`config.mk`:
```
export PLATFORM = sky130hd
export DESIGN_NAME = spiclk_gen
export DESIGN_NICKNAME = d
export VERILOG_FILES = /design/src/rtl/spiclk_pkg.sv /design/src/rtl/spiclk_cfg.sv /design/src/rtl/spiclk_prescale.sv /design/src/rtl/spiclk_halfcnt.sv /design/src/rtl/spiclk_gen.sv
export SDC_FILE = /design/constraint.sdc
export NUM_CORES = 1
export LEC_CHECK = 0
export ABC_CLOCK_PERIOD_IN_PS = 1600
export BUFFER_PORTS_ARGS = -buffer_cell sky130_fd_sc_hd__buf_2
export CORE_ASPECT_RATIO = 0.75
export CORE_MARGIN = 2
export CORE_UTILIZATION = 54
export CTS_CLUSTER_SIZE = 8
export DETAILED_ROUTE_END_ITERATION = 6
export PLACE_DENSITY = 0.75
export SLEW_MARGIN = 15
export SYNTH_ARGS = -nofsm -noshare
export SYNTH_HDL_FRONTEND = slang
export SYNTH_SLANG_ARGS = --single-unit
```
`constraint.sdc`:
```
create_clock -name clk -period 1.6 [get_ports clk]
set_clock_uncertainty 0.1 [all_clocks]
set_input_delay 0.08 -clock clk [delete_from_list [all_inputs] [get_ports clk]]
set_output_delay 0.08 -clock clk [all_outputs]
set_load 0.05 [all_outputs]
```
`src/rtl/spiclk_pkg.sv`:
```
package spiclk_pkg;
  localparam int unsigned SPICLK_DIV_W   = 2;
  localparam int unsigned SPICLK_BRG_W   = 6;
  localparam int unsigned SPICLK_BRG_MIN = 4;
  localparam int unsigned SPICLK_BRG_MAX = 63;

  // Kind of level change produced by the half-period counter.
  typedef enum logic [1:0] {
    EDGE_NONE  = 2'd0,
    EDGE_LEAD  = 2'd1,
    EDGE_TRAIL = 2'd2
  } edge_kind_e;
endpackage

```
`src/rtl/spiclk_cfg.sv`:
```
// Captures ratio codes and polarity on every disabled edge; clamps the linear code.
module spiclk_cfg #(
  parameter int unsigned DIV_W   = 2,
  parameter int unsigned BRG_W   = 6,
  parameter int unsigned BRG_MIN = 4,
  parameter int unsigned BRG_MAX = 63
) (
  input  logic             clk,
  input  logic             rst_n,
  input  logic             load_i,
  input  logic [DIV_W-1:0] div_i,
  input  logic [BRG_W-1:0] brg_i,
  input  logic             cpol_i,
  output logic [DIV_W-1:0] div_o,
  output logic [BRG_W-1:0] brg_o,
  output logic             cpol_o
);
  localparam logic [BRG_W-1:0] LO = BRG_W'(BRG_MIN);
  localparam logic [BRG_W-1:0] HI = BRG_W'(BRG_MAX);

  logic [BRG_W-1:0] brg_lo;
  logic [BRG_W-1:0] brg_clamped;

  assign brg_lo = (brg_i < LO) ? LO : brg_i;

  generate
    if (BRG_MAX < (2 ** BRG_W) - 1) begin : g_hi_clamp
      assign brg_clamped = (brg_lo > HI) ? HI : brg_lo;
    end else begin : g_no_hi_clamp
      assign brg_clamped = brg_lo;
    end
  endgenerate

  logic [DIV_W-1:0] div_d, div_q;
  logic [BRG_W-1:0] brg_d, brg_q;
  logic             cpol_d, cpol_q;

  always_comb begin
    div_d  = div_q;
    brg_d  = brg_q;
    cpol_d = cpol_q;
    if (load_i) begin
      div_d  = div_i;
      brg_d  = brg_clamped;
      cpol_d = cpol_i;
    end
  end

  always_ff @(posedge clk or negedge rst_n) begin
    if (!rst_n) begin
      div_q  <= '0;
      brg_q  <= LO;
      cpol_q <= 1'b0;
    end else begin
      div_q  <= div_d;
      brg_q  <= brg_d;
      cpol_q <= cpol_d;
    end
  end

  assign div_o  = div_q;
  assign brg_o  = brg_q;
  assign cpol_o = cpol_q;
endmodule

```
`src/rtl/spiclk_prescale.sv`:
```
// Power-of-two stage: one tick every (2 << div) enabled cycles.
module spiclk_prescale #(
  parameter int unsigned DIV_W = 2
) (
  input  logic             clk,
  input  logic             rst_n,
  input  logic             run_i,
  input  logic [DIV_W-1:0] div_i,
  output logic             tick_o
);
  localparam int unsigned PRE_W = 1 << DIV_W;

  logic [PRE_W-1:0] cnt_d, cnt_q;
  logic [PRE_W-1:0] last;

  always_comb begin
    last = {PRE_W{1'b1}} >> (PRE_W - 1 - int'(div_i));
  end

  assign tick_o = run_i && (cnt_q == last);

  always_comb begin
    if (!run_i)      cnt_d = '0;
    else if (tick_o) cnt_d = '0;
    else             cnt_d = cnt_q + 1'b1;
  end

  always_ff @(posedge clk or negedge rst_n) begin
    if (!rst_n) cnt_q <= '0;
    else        cnt_q <= cnt_d;
  end
endmodule

```
`src/rtl/spiclk_halfcnt.sv`:
```
// Linear stage: toggles the serial clock after brg+1 ticks and classifies the edge.
module spiclk_halfcnt
  import spiclk_pkg::*;
#(
  parameter int unsigned BRG_W = 6
) (
  input  logic             clk,
  input  logic             rst_n,
  input  logic             run_i,
  input  logic             tick_i,
  input  logic [BRG_W-1:0] brg_i,
  input  logic             idle_lvl_i,
  input  logic             pol_run_i,
  output logic             sclk_o,
  output logic             lead_o,
  output logic             trail_o
);
  logic [BRG_W-1:0] lin_d, lin_q;
  logic             sclk_d, sclk_q;
  edge_kind_e       kind_d, kind_q;
  logic             boundary;

  assign boundary = tick_i && (lin_q == brg_i);

  always_comb begin
    lin_d  = lin_q;
    sclk_d = sclk_q;
    kind_d = EDGE_NONE;
    if (!run_i) begin
      lin_d  = '0;
      sclk_d = idle_lvl_i;
    end else if (tick_i) begin
      if (boundary) begin
        lin_d  = '0;
        sclk_d = ~sclk_q;
        kind_d = (sclk_q == pol_run_i) ? EDGE_LEAD : EDGE_TRAIL;
      end else begin
        lin_d = lin_q + 1'b1;
      end
    end
  end

  always_ff @(posedge clk or negedge rst_n) begin
    if (!rst_n) begin
      lin_q  <= '0;
      sclk_q <= 1'b0;
      kind_q <= EDGE_NONE;
    end else begin
      lin_q  <= lin_d;
      sclk_q <= sclk_d;
      kind_q <= kind_d;
    end
  end

  assign sclk_o  = sclk_q;
  assign lead_o  = (kind_q == EDGE_LEAD);
  assign trail_o = (kind_q == EDGE_TRAIL);
endmodule

```
`src/rtl/spiclk_gen.sv`:
```
module spiclk_gen
  import spiclk_pkg::*;
#(
  parameter int unsigned DIV_W   = SPICLK_DIV_W,
  parameter int unsigned BRG_W   = SPICLK_BRG_W,
  parameter int unsigned BRG_MIN = SPICLK_BRG_MIN,
  parameter int unsigned BRG_MAX = SPICLK_BRG_MAX
) (
  input  logic             clk,
  input  logic             rst_n,
  input  logic             en_i,
  input  logic [DIV_W-1:0] div_i,
  input  logic [BRG_W-1:0] brg_i,
  input  logic             cpol_i,
  output logic             sclk_o,
  output logic             lead_o,
  output logic             trail_o
);
  // Asynchronous assert, synchronous release.
  logic rst_meta_q, rst_sync_n;
  always_ff @(posedge clk or negedge rst_n) begin
    if (!rst_n) begin
      rst_meta_q <= 1'b0;
      rst_sync_n <= 1'b0;
    end else begin
      rst_meta_q <= 1'b1;
      rst_sync_n <= rst_meta_q;
    end
  end

  logic [DIV_W-1:0] div_run;
  logic [BRG_W-1:0] brg_run;
  logic             pol_run;
  logic             tick;

  spiclk_cfg #(
    .DIV_W(DIV_W), .BRG_W(BRG_W), .BRG_MIN(BRG_MIN), .BRG_MAX(BRG_MAX)
  ) u_cfg (
    .clk    (clk),
    .rst_n  (rst_sync_n),
    .load_i (!en_i),
    .div_i  (div_i),
    .brg_i  (brg_i),
    .cpol_i (cpol_i),
    .div_o  (div_run),
    .brg_o  (brg_run),
    .cpol_o (pol_run)
  );

  spiclk_prescale #(.DIV_W(DIV_W)) u_pre (
    .clk    (clk),
    .rst_n  (rst_sync_n),
    .run_i  (en_i),
    .div_i  (div_run),
    .tick_o (tick)
  );

  spiclk_halfcnt #(.BRG_W(BRG_W)) u_half (
    .clk        (clk),
    .rst_n      (rst_sync_n),
    .run_i      (en_i),
    .tick_i     (tick),
    .brg_i      (brg_run),
    .idle_lvl_i (cpol_i),
    .pol_run_i  (pol_run),
    .sclk_o     (sclk_o),
    .lead_o     (lead_o),
    .trail_o    (trail_o)
  );
endmodule

```
== Yosys cells after proc, flatten, opt, wreduce, memory -nomap -nowiden ==
Index checks and enable logic that the tools add are counted.

* Bitwise gates (word level): 1
* Mux-type cells: 13
* Add/subtract/negate cells: 3
* Equal/unequal tests: 7
* $lt $le $gt $ge: 1
* Shifts and indexed selects: 1
* Reductions and logical operators: 3

{| class="wikitable"
|+ Operators by type and width
! cell !! number
|-
| 4-bit by 32-bit right shift with 4-bit output (first input constant) || 1
|-
| 6-bit 2-to-1 mux || 4
|-
| 2-bit 2-to-1 mux || 4
|-
| 4-bit 2-to-1 mux || 2
|-
| 6-bit by 1-bit adder with 6-bit output (second input constant) || 1
|-
| 6-bit equality test || 1
|-
| 6-bit by 3-bit < comparator with 1-bit output (second input constant) || 1
|-
| 4-bit by 1-bit adder with 4-bit output (second input constant) || 1
|-
| 4-bit equality test || 1
|-
| 2-bit by 1-bit != test with 1-bit output (second input constant) || 2
|-
| 1-bit 2-to-1 mux || 3
|-
| 2-bit by 2-bit subtractor with 3-bit output (first input constant) || 1
|-
| 2-bit by 1-bit equality test with 1-bit output (second input constant) || 1
|-
| 2-bit equality test (second input constant) || 1
|-
| 1-bit logical AND || 2
|-
| 2-bit AND reduction || 1
|-
| 1-bit equality test || 1
|-
| 1-bit NOT || 1
|}

* Flip-flop bits (word level): 24
* Logic and storage cells: 38

== Logic depth before layout (Yosys ltp) ==
Gate-level depths: netlist of the first run.

* Word-level depth: 8
* Depth in mapped cells: 6
* Depth with buffers taken out: 5

== By module ==
A second synthesis of the first run with hierarchy kept.

* Cell total of the unflattened synthesis: 103
* Area total of the unflattened synthesis: 1,178.6 sq um

{| class="wikitable"
|+ By module, submodules not included
! module !! area an instance (sq um) !! cells each !! times used !! sequential area each (sq um)
|-
| spiclk_halfcnt || 536.8 || 52 || 1 || 225.2
|-
| spiclk_cfg || 364.1 || 25 || 1 || 226.5
|-
| spiclk_prescale || 220.2 || 22 || 1 || 100.1
|-
| spiclk_gen || 57.6 || 4 || 1 || 50.0
|}

== Worst setup path before layout of the first run ==
OpenSTA, ideal clock, no wires.

* Path type: reg2reg
* Start: reg u_cfg.div_q[0] (netlist: u_cfg.div_o[0])
* End: reg u_half.sclk_q (netlist: u_half.sclk_o)
* Library setup time: 0.148 ns
* Stages on the path, launching flop included: 6
* Setup slack: -0.160 ns
* Path buffers: 0
* Arrival: 1.512 ns
* Cell sequence: dfrtp_1 -> or2_1 -> a2111oi_4 -> o21ai_2 -> o311ai_0 -> o211ai_1

* Word-level cells in the longest chain between the ends: 7

{| class="wikitable"
|+ RTL lines
! item !! RTL line !! RTL
|-
| from (decl) || spiclk_cfg.sv:34 || <nowiki>logic [DIV_W-1:0] div_d, div_q;</nowiki>
|-
| from (signal assigned) || spiclk_cfg.sv:55 || <nowiki>div_q <= div_d;</nowiki>
|-
| 2-bit by 2-bit subtractor with 3-bit output * || spiclk_prescale.sv:17 || <nowiki>last = {PRE_W{1'b1}} >> (PRE_W - 1 - int'(div_i));</nowiki>
|-
| 4-bit by 32-bit right shift with 4-bit output * || spiclk_prescale.sv:17 ||
|-
| 4-bit equality test * || spiclk_prescale.sv:20 || <nowiki>assign tick_o = run_i && (cnt_q == last);</nowiki>
|-
| 1-bit logical AND * || spiclk_prescale.sv:20 ||
|-
| 1-bit logical AND || spiclk_halfcnt.sv:23 || <nowiki>assign boundary = tick_i && (lin_q == brg_i);</nowiki>
|-
| 2-bit by 1-bit != test with 1-bit output (no source line) || -- ||
|-
| 2-bit AND reduction (no source line) * || -- ||
|-
| to (signal assigned) || spiclk_halfcnt.sv:50 || <nowiki>sclk_q <= sclk_d;</nowiki>
|-
| to (decl) || spiclk_halfcnt.sv:19 || <nowiki>logic sclk_d, sclk_q;</nowiki>
|}

Mark *: on every way between the ends. The rest lies on a longest branch, timed or not.
A chain may end at the register's enable or synchronous reset.

== Worst setup path after layout of the first run ==
* Start: reg u_cfg.div_q[0] (netlist: u_cfg.div_o[0])
* End: reg u_half.lin_q[2]

* Word-level cells in the longest chain between the ends: 8

{| class="wikitable"
|+ RTL lines
! item !! RTL line !! RTL
|-
| 2-bit by 2-bit subtractor with 3-bit output * || spiclk_prescale.sv:17 ||
|-
| 4-bit by 32-bit right shift with 4-bit output * || spiclk_prescale.sv:17 ||
|-
| 4-bit equality test * || spiclk_prescale.sv:20 ||
|-
| 1-bit logical AND * || spiclk_prescale.sv:20 ||
|-
| 1-bit logical AND || spiclk_halfcnt.sv:23 ||
|-
| 6-bit 2-to-1 mux || spiclk_halfcnt.sv:33 || <nowiki>if (boundary) begin</nowiki>
|-
| 6-bit 2-to-1 mux || spiclk_halfcnt.sv:32 || <nowiki>end else if (tick_i) begin</nowiki>
|-
| 6-bit 2-to-1 mux || spiclk_halfcnt.sv:29 || <nowiki>if (!run_i) begin</nowiki>
|-
| to (signal assigned) || spiclk_halfcnt.sv:49 || <nowiki>lin_q <= lin_d;</nowiki>
|-
| to (decl) || spiclk_halfcnt.sv:18 || <nowiki>logic [BRG_W-1:0] lin_d, lin_q;</nowiki>
|}

Mark *: on every way between the ends. The rest lies on a longest branch, timed or not. The select of a mux whose other input is x is not followed.

==> qor_table.md, run 1 <==
| Stage | Result | Reported |
|---|---|---|
| run status | Status | finished, violations left |
| run status | Failing checks | negative setup slack |
| floorplan | Core box area | 2030 µm² |
| synthesis | Synth async-reset ratio | 100% |
| place | Routability congestion estimate from global placement | 0.743 |
| worst setup path | Signal arrival time at the worst endpoint | 2.05 ns |
| sta | Unrepaired setup endpoints after global routing | yes |
| synthesis | Most instantiated cells after synthesis | sky130_fd_sc_hd__dfrtp_1, sky130_fd_sc_hd__nand2_1, sky130_fd_sc_hd__xnor2_1 |
| synthesis | Syn_nets | 117 |
| worst setup path | Worst-case register-to-register setup slack | -0.32 ns |
| sta | Period utilization | 120% |
| synthesis | Number of cells produced by synthesis | 103 |
| global routing | Pin count of the biggest net entering global routing | 23 |
| worst setup path | Chain of cells forming the critical path | or2_1 > a2111oi_4 > buf_4 > o21ai_4 > o21bai_1 > a31o_2 |
| place | Number of placed instances with taps included | 145 |
| layout | Count of placed standard cells in the final layout, fillers left out | 165 |
| flow run | Max Cap Violations | 0 |
| detailed routing | Antenna viol nets, final | 0 |
| layout | Number of nets at the end of the flow | 156 |
| global routing | Global routing usage summed across all routing layers | 23.3% |
| synthesis | Ys flop type | sky130_fd_sc_hd__dfrtp_1 |
| worst setup path | R2R Path End | u_half.lin_q[2] |
| detailed routing | Pre-Repair DR Iteration Count | 4 |
| clock tree | CTS tree | yes |
| clock tree | Clock-pin slew on the worst setup and hold paths | 0.13 ns |
| worst setup path | Critical Path Slowest Stage Cell | sky130_fd_sc_hd__dfrtp_1 |
| synthesis | Number of enable flip-flop cells after synthesis | 0 |
| sta | Final setup vio count | 12 |
| detailed routing | Total routed wirelength | 2730 µm |
| clock tree | Worst-skew pair later-pin latency | 0.32 ns |
| worst setup path | Max stage delay on crit path | 0.42 ns |
| clock tree | CTS Buffer Depth | 2 |
| sta | Final hold vios | 0 |
| sta | Final worst-path setup slack | -0.319 ns |
| synthesis | Cell taking the most area after synthesis | sky130_fd_sc_hd__dfrtp_1 |
| floorplan | Horiz. Die Dim | 57.7 µm |
| clock tree | Number of levels in the clock H-tree | 1 |
| worst setup path | Data required time of the worst path | 1.73 ns |
| clock tree | TritonCTS buffer count | 3 |
| sta | Clock period minus final worst setup slack | 1.92 ns |
| sta | Final slew viol count | 0 |
| global routing | Number of antenna violations at the first check in global routing | 0 |
| layout | Diodes inserted | 0 |
| floorplan | Die height | 44.3 µm |
| layout | Layout Cell Area excl Fill | 1570 µm² |
| detailed routing | Via total after detailed routing | 953 |
| floorplan | Initial Util | 57.6% |
| detailed routing | Avg Vias per Cell | 5.78 |
| worst setup path | Nature of the critical path startpoint | register |
| sta | F_max | 521 MHz |
| global routing | Final global-route overflow total | 0 |
| floorplan | I/O pin count | 15 |
| worst setup path | Reg2reg path depth | 6 |
| place | Placed wire-length estimate after detailed placement | 1560 µm |
| floorplan | Die ar. | 2560 µm² |
| power | Total leakage power | 0.689 nW |
| synthesis | Syn_area_per_cell | 11.4 µm² |
| detailed routing | DR iter-0 viols | 26 |
| power | Peak supply drop | 771 µV |
| synthesis | Most common cell in the netlist | sky130_fd_sc_hd__dfrtp_1 |
| worst setup path | Startpoint of the most critical register-to-register path | u_cfg.div_o[0] |
| global routing | Wire length of the first global-routing pass | 4350 µm |
| worst setup path | Endpoint kind of the worst setup timing path | register |
| detailed routing | WL/cell | 16.5 µm |
| clock tree | Clock Sink Count | 24 |
| synthesis | Number of distinct library cell variants in the gate-level netlist after synthesis | 39 |
| layout | Fin util | 77.3% |
| layout | Fraction of layout cells with a size suffix above 1 | 35.5% |
| min path | Classification of the worst-slack hold path | register to async pin |
| layout | Area Overhead vs Synth | 34.3% |
| power | Power, Total | 1.39 mW |
| synthesis | Share of Yosys cell area claimed by the top area cell type | 49.2% |
| worst setup path | Largest fanout of any net on the critical path | 6 |
| power | Pwr/cell area | 886 nW/µm² |
| synthesis | Yosys warning total | 0 |
| place | Cell area reported after detailed placement | 1310 µm² |
| place | Buffers added on ports | 14 |
| global routing | Via count of the first global-routing pass | 950 |
| sta | Worst hold slack across all endpoints | 0.0755 ns |
| clock tree | Root buffer selected by CTS | sky130_fd_sc_hd__clkbuf_4 |
| floorplan | Num rows | 14 |
| detailed routing | Detailed-route DRC error count | 0 |
| synthesis | Synthesized cell area | 1170 µm² |
| worst setup path | CP Class | register to register |
| synthesis | Top cells by area, synth | sky130_fd_sc_hd__dfrtp_1, sky130_fd_sc_hd__xnor2_1, sky130_fd_sc_hd__mux2_2 |
| synthesis | FF+latch count, synth | 24 |
| synthesis | Fraction of the yosys area taken by sequential cells | 51.4% |
[registers in the layout (all words and copies together), names as in the netlist]
name	flops
rst_meta_q	1
rst_sync_n	1
u_cfg.brg_o	6
u_cfg.cpol_o	1
u_cfg.div_o	2
u_half.kind_q	2
u_half.lin_q	6
u_half.sclk_o	1
u_pre.cnt_q	4
[per-layer routing]
metal  vias to the layer above  global-route usage, %  wire length [µm]
li1                        443                      -                 -
met1                       472                   30.1              1180
met2                        32                   40.5              1370
met3                         6                   6.14               145
met4                         0                   4.19                33
met5                         -                      0                 0
[repair_timing]
item | in CTS | in global routing
setup buffers | 3 | 1
endpoints found under the hold margin | 12 | 0
hold buffers | 11 | 0
setup endpoints to repair | 12 | 12
gates cloned | 1 | 0
pin swaps | 3 | 2
resized for setup | 4 | 10
[through the flow]
stage                     TNS [ns]  worst slack, ns
after global routing         -3.59           -0.404
after detailed placement     -2.65           -0.326
after floorplan             -0.602           -0.118
final                        -2.65           -0.319
after CTS                    -2.40           -0.284
after global placement       -1.78           -0.235
[how the worst max path moves through the flow]
stage	slack, ns	to	startpoint
floorplan	-0.12	u_half.lin_q[4]	u_cfg.div_o[0]
global placement	-0.23	u_half.lin_q[0]	u_cfg.div_o[0]
detailed placement	-0.33	u_half.sclk_o	u_cfg.div_o[0]
CTS	-0.28	u_half.lin_q[3]	u_cfg.div_o[0]
global route	-0.40	u_half.lin_q[2]	u_cfg.div_o[0]
finish	-0.32	u_half.lin_q[2]	u_cfg.div_o[0]
[final cells by class]
class                           instances  area (µm²)
Clock inverter                          1        30.0
Inverter                                1        3.75
Fill cell                             119         460
Clock buffer                            3        22.5
Timing Repair Buffer                   37         274
Sequential cell                        24         602
Multi-Input combinational cell         75         609
Tap cell                               24        30.0
[layout by cell type, fill, tap and decap left out, types with 3 or more instances in the layout]
| master | instances |
|---|---|
| sky130_fd_sc_hd__nand3_1 | 4 |
| sky130_fd_sc_hd__o21a_1 | 4 |
| sky130_fd_sc_hd__nor2b_1 | 5 |
| sky130_fd_sc_hd__clkbuf_4 | 3 |
| sky130_fd_sc_hd__buf_2 | 14 |
| sky130_fd_sc_hd__dlygate4sd3_1 | 11 |
| sky130_fd_sc_hd__xnor2_1 | 8 |
| sky130_fd_sc_hd__buf_4 | 11 |
| sky130_fd_sc_hd__nor2_1 | 3 |
| sky130_fd_sc_hd__dfrtp_1 | 23 |
| sky130_fd_sc_hd__nand2_1 | 7 |
| sky130_fd_sc_hd__o2bb2ai_1 | 3 |
| sky130_fd_sc_hd__mux2_2 | 5 |
[where the power goes]
| part | leakage [nW] | internal [mW] | switching (mW) |
|---|---|---|---|
| clock | 0.0279 | 0.254 | 0.183 |
| sequential | 0.305 | 0.651 | 0.0474 |
| combinational | 0.356 | 0.140 | 0.118 |
[worst max-delay path: cells and delay by family (launching register included)]
kind / cells / cell delay (ns)
and+or+nand+nor: 1 / 0.27
AOI/OAI and AO/OA: 4 / 0.86
buffers and inverters: 1 / 0.20
DFF: 1 / 0.42
[logic make-up (layout without fill, tap and decap cells)]
kind of cell / after synthesis / count (layout) / synth area share [%]
XOR/XNOR: 10 / 10 / 7.49
flip-flops: 24 / 24 / 51.4
buffers and inverters: 5 / 42 / 2.25
adder cells (fa/ha/maj): 2 / 2 / 2.14
AND/OR/NAND/NOR: 38 / 38 / 17.9
multiplexers: 5 / 5 / 4.81
other: 1 / 1 / 0.321
AO/OA/AOI/OAI: 18 / 19 / 13.7
Power figures use the tool's default switching activity.
==> run 2, diff against run 1 <==
Settings changed: CORE_UTILIZATION 54 to 30, PLACE_DENSITY 0.75 to 0.47.
==> qor_table.md, run 2 (synthesis results as in run 1) <==
| Stage | Result | Reported |
|---|---|---|
| detailed routing | Detailed-route DRC error count | 0 |
| power | Share of power burned in the clock network | 29.8% |
| clock tree | Clock-pin slew on the worst setup and hold paths | 0.08 ns |
| sta | Final sum of negative setup slack | -2.55 ns |
| worst setup path | Largest fanout of any net on the critical path | 8 |
| floorplan | Horiz. Die Dim | 76.1 µm |
| floorplan | I/O pin count | 15 |
| detailed routing | Total routed wirelength | 2400 µm |
| sta | Period utilization | 118% |
| global routing | Number of antenna violations at the first check in global routing | 0 |
| worst setup path | Endpoint kind of the worst setup timing path | register |
| clock tree | Worst-skew pair later-pin latency | 0.26 ns |
| power | Relative contribution of combinational cells to total power | 19.1% |
| global routing | Most Used Layer, Global Route | met2 |
| layout | Commonest non-fill, non-tap cell in the layout | sky130_fd_sc_hd__dfrtp_1 |
| place | Buffers added on ports | 14 |
| layout | Commonest non-fill, non-tap cells in the layout | sky130_fd_sc_hd__dfrtp_1, sky130_fd_sc_hd__buf_2, sky130_fd_sc_hd__buf_4, sky130_fd_sc_hd__dlygate4sd3_1, sky130_fd_sc_hd__xnor2_1 |
| global routing | Met3 track utilization from global routing | 3.74% |
| detailed routing | Pre-Repair DR Iteration Count | 6 |
| place | Placed wire-length estimate after detailed placement | 1620 µm |
| power | Pwr/cell area | 827 nW/µm² |
| run status | Status | finished, violations left |
| place | Post-Place Worst Slack | -0.382 ns |
| clock tree | Root buffer selected by CTS | sky130_fd_sc_hd__clkbuf_8 |
| sta | F_max | 529 MHz |
| clock tree | CTS tree | yes |
| global routing | Final global-route overflow total | 0 |
| global routing | Met2 global-route usage | 21.0% |
| layout | Number of nets at the end of the flow | 159 |
| worst setup path | Signal arrival time at the worst endpoint | 1.95 ns |
| sta | Unrepaired setup endpoints after global routing | yes |
| clock tree | TritonCTS buffer count | 3 |
| global routing | Via count of the first global-routing pass | 917 |
| place | Routability congestion estimate from global placement | 0.762 |
| floorplan | Initial Util | 31.5% |
| layout | Diodes inserted | 0 |
| min path | Classification of the worst-slack hold path | register to async pin |
| global routing | Met1 Usage GRT | 15.5% |
| floorplan | Die height | 58.1 µm |
| floorplan | Die ar. | 4420 µm² |
| clock tree | Clock Sink Count | 24 |
| power | Sw frac | 25.4% |
| clock tree | CTS Buffer Depth | 2 |
| worst setup path | CP Class | register to register |
| global routing | Global routing usage summed across all routing layers | 12.2% |
| sta | Final worst-path setup slack | -0.290 ns |
| worst setup path | Data required time of the worst path | 1.66 ns |
| sta | Final setup vio count | 12 |
| flow run | Max Cap Violations | 0 |
| floorplan | Num rows | 19 |
| power | Peak supply drop | 614 µV |
| global routing | Wire length of the first global-routing pass | 4280 µm |
| sta | Final hold vios | 0 |
| detailed routing | Antenna viol nets, final | 0 |
| power | Total leakage power | 0.698 nW |
| run status | Failing checks | negative setup slack |
| detailed routing | WL/cell | 12.2 µm |
| power | Reg power frac | 51.1% |
| layout | Count of filler cells inserted in the layout | 373 |
| power | Net switching component of the power | 346 µW |
| clock tree | Number of levels in the clock H-tree | 1 |
| worst setup path | Nature of the critical path startpoint | register |
| detailed routing | Avg Vias per Cell | 4.67 |
| floorplan | Core box area | 3710 µm² |
| global routing | Pin count of the biggest net entering global routing | 23 |
| detailed routing | Via total after detailed routing | 915 |
| detailed routing | DR iter-0 viols | 56 |
| sta | Final slew viol count | 0 |
| layout | Area Overhead vs Synth | 40.6% |
| power | Int Power | 1.02 mW |
| layout | Fraction of layout cells with a size suffix above 1 | 38.2% |
| sta | Clock period minus final worst setup slack | 1.89 ns |
-- run 2: changes by cell type in the layout (fill, tap and decap cells not counted), sizes merged --
| cell | change |
|---|---|
| buf | +3 |
| bufinv | -1 |
| clkbuf | +1 |
-- run 2: routing by layer --
metal | up-vias | part of all wire, %
li1 | 447 | -
met1 | 444 | 47
met2 | 20 | 49
met3 | 4 | 4.2
met4 | 0 | 0.50
met5 | - | 0
-- run 2: worst paths after layout --
path | from | to | slack, ns | cells after the start
min in group clk | en_i | u_half.sclk_o | 0.15 | 4
max reg2reg | u_cfg.div_o[0] | u_half.lin_q[3] | -0.29 | 6
min reg2reg | rst_sync_n | u_cfg.brg_o[4] | 0.03 | 0
max in group asynchronous | rst_n | rst_sync_n | 0.75 | 3
max | u_cfg.div_o[0] | u_half.lin_q[3] | -0.29 | 6
min | rst_sync_n | u_cfg.brg_o[4] | 0.03 | 0
-- run 2: layout make-up --
type	instances	area (µm²)	share of cell area, %
Clock buffer	4	55.1	3.35
Sequential cell	24	602	36.6
Multi-Input combinational cell	75	623	37.9
Inverter	1	3.75	0.228
Timing Repair Buffer	40	297	18.0
Tap cell	52	65.1	3.95
-- run 2: metrics by stage --
step	total power, mW	hold WS [ns]	std cells	utilization (%)	cell area (µm²)
global route	1.44	0.0657	196	44.4	1650
detailed placement	0.901	-0.233	175	36.6	1360
finish	1.36	0.0349	196	44.4	1650
global placement	0.894	-0.235	175	36.6	1360
CTS	1.37	0.00582	195	43.3	1610
floorplan	0.834	-0.316	103	-	1170
-- run 2: critical path, stage by stage (launching register included) --
cell	delay, ns
sky130_fd_sc_hd__dfrtp_1	0.41
sky130_fd_sc_hd__or2_1	0.27
sky130_fd_sc_hd__a2111oi_4	0.39
sky130_fd_sc_hd__buf_4	0.20
sky130_fd_sc_hd__o21ai_4	0.10
sky130_fd_sc_hd__o2bb2ai_2	0.15
sky130_fd_sc_hd__o21a_1	0.17
-- run 2: power groups by stage --
stage          combinational, mW  clock [mW]  sequential, mW
6_report                   0.259       0.406           0.696
4_1_cts                    0.248       0.428           0.696
3_3_place_gp               0.190           0           0.704
2_1_floorplan              0.122           0           0.712
3_5_place_dp               0.195           0           0.706
5_1_grt                    0.283       0.454           0.704
-- run 2: timing repair --
action | in CTS | in global routing
hold endpoints to repair | 12 | 2
cloned | 1 | 0
resized for setup | 8 | 7
setup buffers | 5 | 0
hold buffers | 10 | 1
setup endpoints to repair | 12 | 12
pin swaps | 12 | 5
==> run 3, diff against run 2 <==
Settings changed: PLACE_DENSITY 0.47 to unset, PLACE_DENSITY_LB_ADDON set to 0.15.
==> qor_table.md, run 3 (synthesis results as in run 1) <==
| Stage | Result | Reported |
|---|---|---|
| worst setup path | Max stage delay on crit path | 0.39 ns |
| worst setup path | Worst-case register-to-register setup slack | -0.25 ns |
| worst setup path | Nature of the critical path startpoint | register |
| worst setup path | Signal arrival time at the worst endpoint | 1.94 ns |
| layout | Commonest non-fill, non-tap cells in the layout | sky130_fd_sc_hd__dfrtp_1, sky130_fd_sc_hd__buf_2, sky130_fd_sc_hd__buf_4, sky130_fd_sc_hd__dlygate4sd3_1, sky130_fd_sc_hd__xnor2_1 |
| sta | Final worst-path setup slack | -0.251 ns |
| floorplan | Num rows | 19 |
| sta | Worst hold slack across all endpoints | 0.0190 ns |
| power | Power, Total | 1.32 mW |
| power | Relative contribution of combinational cells to total power | 19.6% |
| detailed routing | DR iter-0 viols | 32 |
| sta | Clock period minus final worst setup slack | 1.85 ns |
| clock tree | Clock Sink Count | 24 |
| worst setup path | R2R Path End | u_half.lin_q[0] |
| place | Buffers added on ports | 14 |
| sta | F_max | 540 MHz |
| layout | Count of filler cells inserted in the layout | 357 |
| layout | Layout Cell Area excl Fill | 1640 µm² |
| run status | Failing checks | negative setup slack |
| global routing | Wire length of the first global-routing pass | 4220 µm |
| worst setup path | Buffers plus inverters on the worst setup path | 1 |
| power | Peak supply drop | 478 µV |
| worst setup path | Critical Path Slowest Stage Cell | sky130_fd_sc_hd__dfrtp_1 |
| layout | Area Overhead vs Synth | 40.4% |
| clock tree | Clock-pin slew on the worst setup and hold paths | 0.09 ns |
| worst setup path | Largest fanout of any net on the critical path | 6 |
| clock tree | TritonCTS buffer count | 3 |
| detailed routing | Avg Vias per Cell | 4.51 |
| detailed routing | Via total after detailed routing | 883 |
| global routing | Final global-route overflow total | 0 |
| worst setup path | Launch point of the worst path | u_pre.cnt_q[1] |
| floorplan | Die ar. | 4420 µm² |
| floorplan | I/O pin count | 15 |
| clock tree | CTS tree | yes |
| detailed routing | Antenna viol nets, final | 0 |
| layout | Diodes inserted | 0 |
| detailed routing | Total routed wirelength | 2380 µm |
| worst setup path | Endpoint kind of the worst setup timing path | register |
| floorplan | Die height | 58.1 µm |
| floorplan | Initial Util | 31.5% |
| global routing | Number of antenna violations at the first check in global routing | 0 |
| sta | Final sum of negative setup slack | -2.31 ns |
| power | Net switching component of the power | 341 µW |
| sta | Unrepaired setup endpoints after global routing | yes |
| worst setup path | Worst path depth | 6 |
| sta | Final setup vio count | 12 |
| place | Placed wire-length estimate after detailed placement | 1610 µm |
| power | Pwr/cell area | 804 nW/µm² |
| detailed routing | WL/cell | 12.1 µm |
| worst setup path | Startpoint of the most critical register-to-register path | u_pre.cnt_q[1] |
| power | Share of power burned in the clock network | 27.4% |
| power | Total leakage power | 0.708 nW |
| global routing | Via count of the first global-routing pass | 914 |
| place | Cell area reported after detailed placement | 1360 µm² |
| worst setup path | Data required time of the worst path | 1.69 ns |
| global routing | Global routing usage summed across all routing layers | 12.0% |
| power | Sw frac | 25.8% |
| floorplan | Horiz. Die Dim | 76.1 µm |
| layout | Sequential cell area | 602 µm² |
| sta | Period utilization | 116% |
| clock tree | CTS Buffer Depth | 2 |
| power | Reg power frac | 52.9% |
| worst setup path | CP Class | register to register |
| sta | Final slew viol count | 0 |
| clock tree | Number of levels in the clock H-tree | 1 |
| worst setup path | Chain of cells forming the critical path | or2_1 > a2111oi_4 > buf_4 > o21ai_4 > or3_1 > a21boi_1 |
| min path | Classification of the worst-slack hold path | primary input to async pin |
| place | Routability congestion estimate from global placement | 0.808 |
| flow run | Max Cap Violations | 0 |
| worst setup path | Endpoint of the worst setup timing path | u_half.lin_q[0] |
| clock tree | Root buffer selected by CTS | sky130_fd_sc_hd__clkbuf_8 |
| worst setup path | Reg2reg path depth | 6 |
| detailed routing | Pre-Repair DR Iteration Count | 4 |
| layout | Commonest non-fill, non-tap cell in the layout | sky130_fd_sc_hd__dfrtp_1 |
| global routing | Pin count of the biggest net entering global routing | 23 |
| floorplan | Core box area | 3710 µm² |
| detailed routing | Detailed-route DRC error count | 0 |
| run status | Status | finished, violations left |
| worst setup path | Kind of cell adding the most delay to the critical path | simple AND/OR/NAND/NOR gates |
| layout | Multi-input gate area in the final layout | 613 µm² |
| clock tree | Worst-skew pair later-pin latency | 0.26 ns |
| power | Int Power | 979 µW |
| layout | Fraction of layout cells with a size suffix above 1 | 36.8% |
| layout | Number of nets at the end of the flow | 159 |
| sta | Final hold vios | 0 |
[run 3: cell type report]
cell class | count | area share [%]
multi-input cells | 75 | 37.3
flip-flops and latches | 24 | 36.6
repair buffers | 40 | 19.1
well taps | 52 | 3.96
clock buffers | 4 | 2.74
inverters | 1 | 0.228
[run 3: worst min-delay path by stage]
stage,start,end,cells past startpoint,slack [ns]
detailed placement,rst_n,rst_meta_q,1,-0.23
finish,rst_n,rst_sync_n,2,0.02
global placement,rst_n,rst_meta_q,1,-0.23
CTS,rst_n,rst_meta_q,2,0.01
floorplan,rst_n,rst_meta_q,0,-0.32
global route,rst_n,rst_meta_q,2,0.02
[run 3: routing by layer]
metal,vias to the layer above,track usage (%),wire length (µm)
met2,12,20.3,1120
met1,422,16.1,1180
li1,447,-,-
met4,0,3.90,13
met3,2,1.87,57
met5,-,0,0
[run 3: through the flow]
| stage | utilization (%) | cells | setup slack, ns |
|---|---|---|---|
| after floorplan | - | 103 | -0.118 |
| after global placement | 36.7 | 174 | -0.257 |
| after detailed placement | 36.7 | 174 | -0.341 |
| after CTS | 44.0 | 196 | -0.288 |
| after global routing | 44.3 | 196 | -0.351 |
| final | 44.3 | 196 | -0.251 |
[run 3: power by group through the flow]
| stage | Clock, mW | Combinational (mW) | Sequential [mW] |
|---|---|---|---|
| floorplan | 0 | 0.122 | 0.712 |
| CTS | 0.378 | 0.259 | 0.700 |
| detailed placement | 0 | 0.189 | 0.711 |
| finish | 0.362 | 0.259 | 0.699 |
| global placement | 0 | 0.184 | 0.709 |
| global route | 0.404 | 0.285 | 0.707 |
[run 3: what timing repair did]
item                                   4_1_cts  5_1_grt
hold buffers                                10        0
pin swaps                                   12        3
endpoints found under the hold margin       12        0
gates resized for setup                     11        3
gates cloned                                 1        0
setup endpoints to repair                   12       12
setup buffers                                7        0
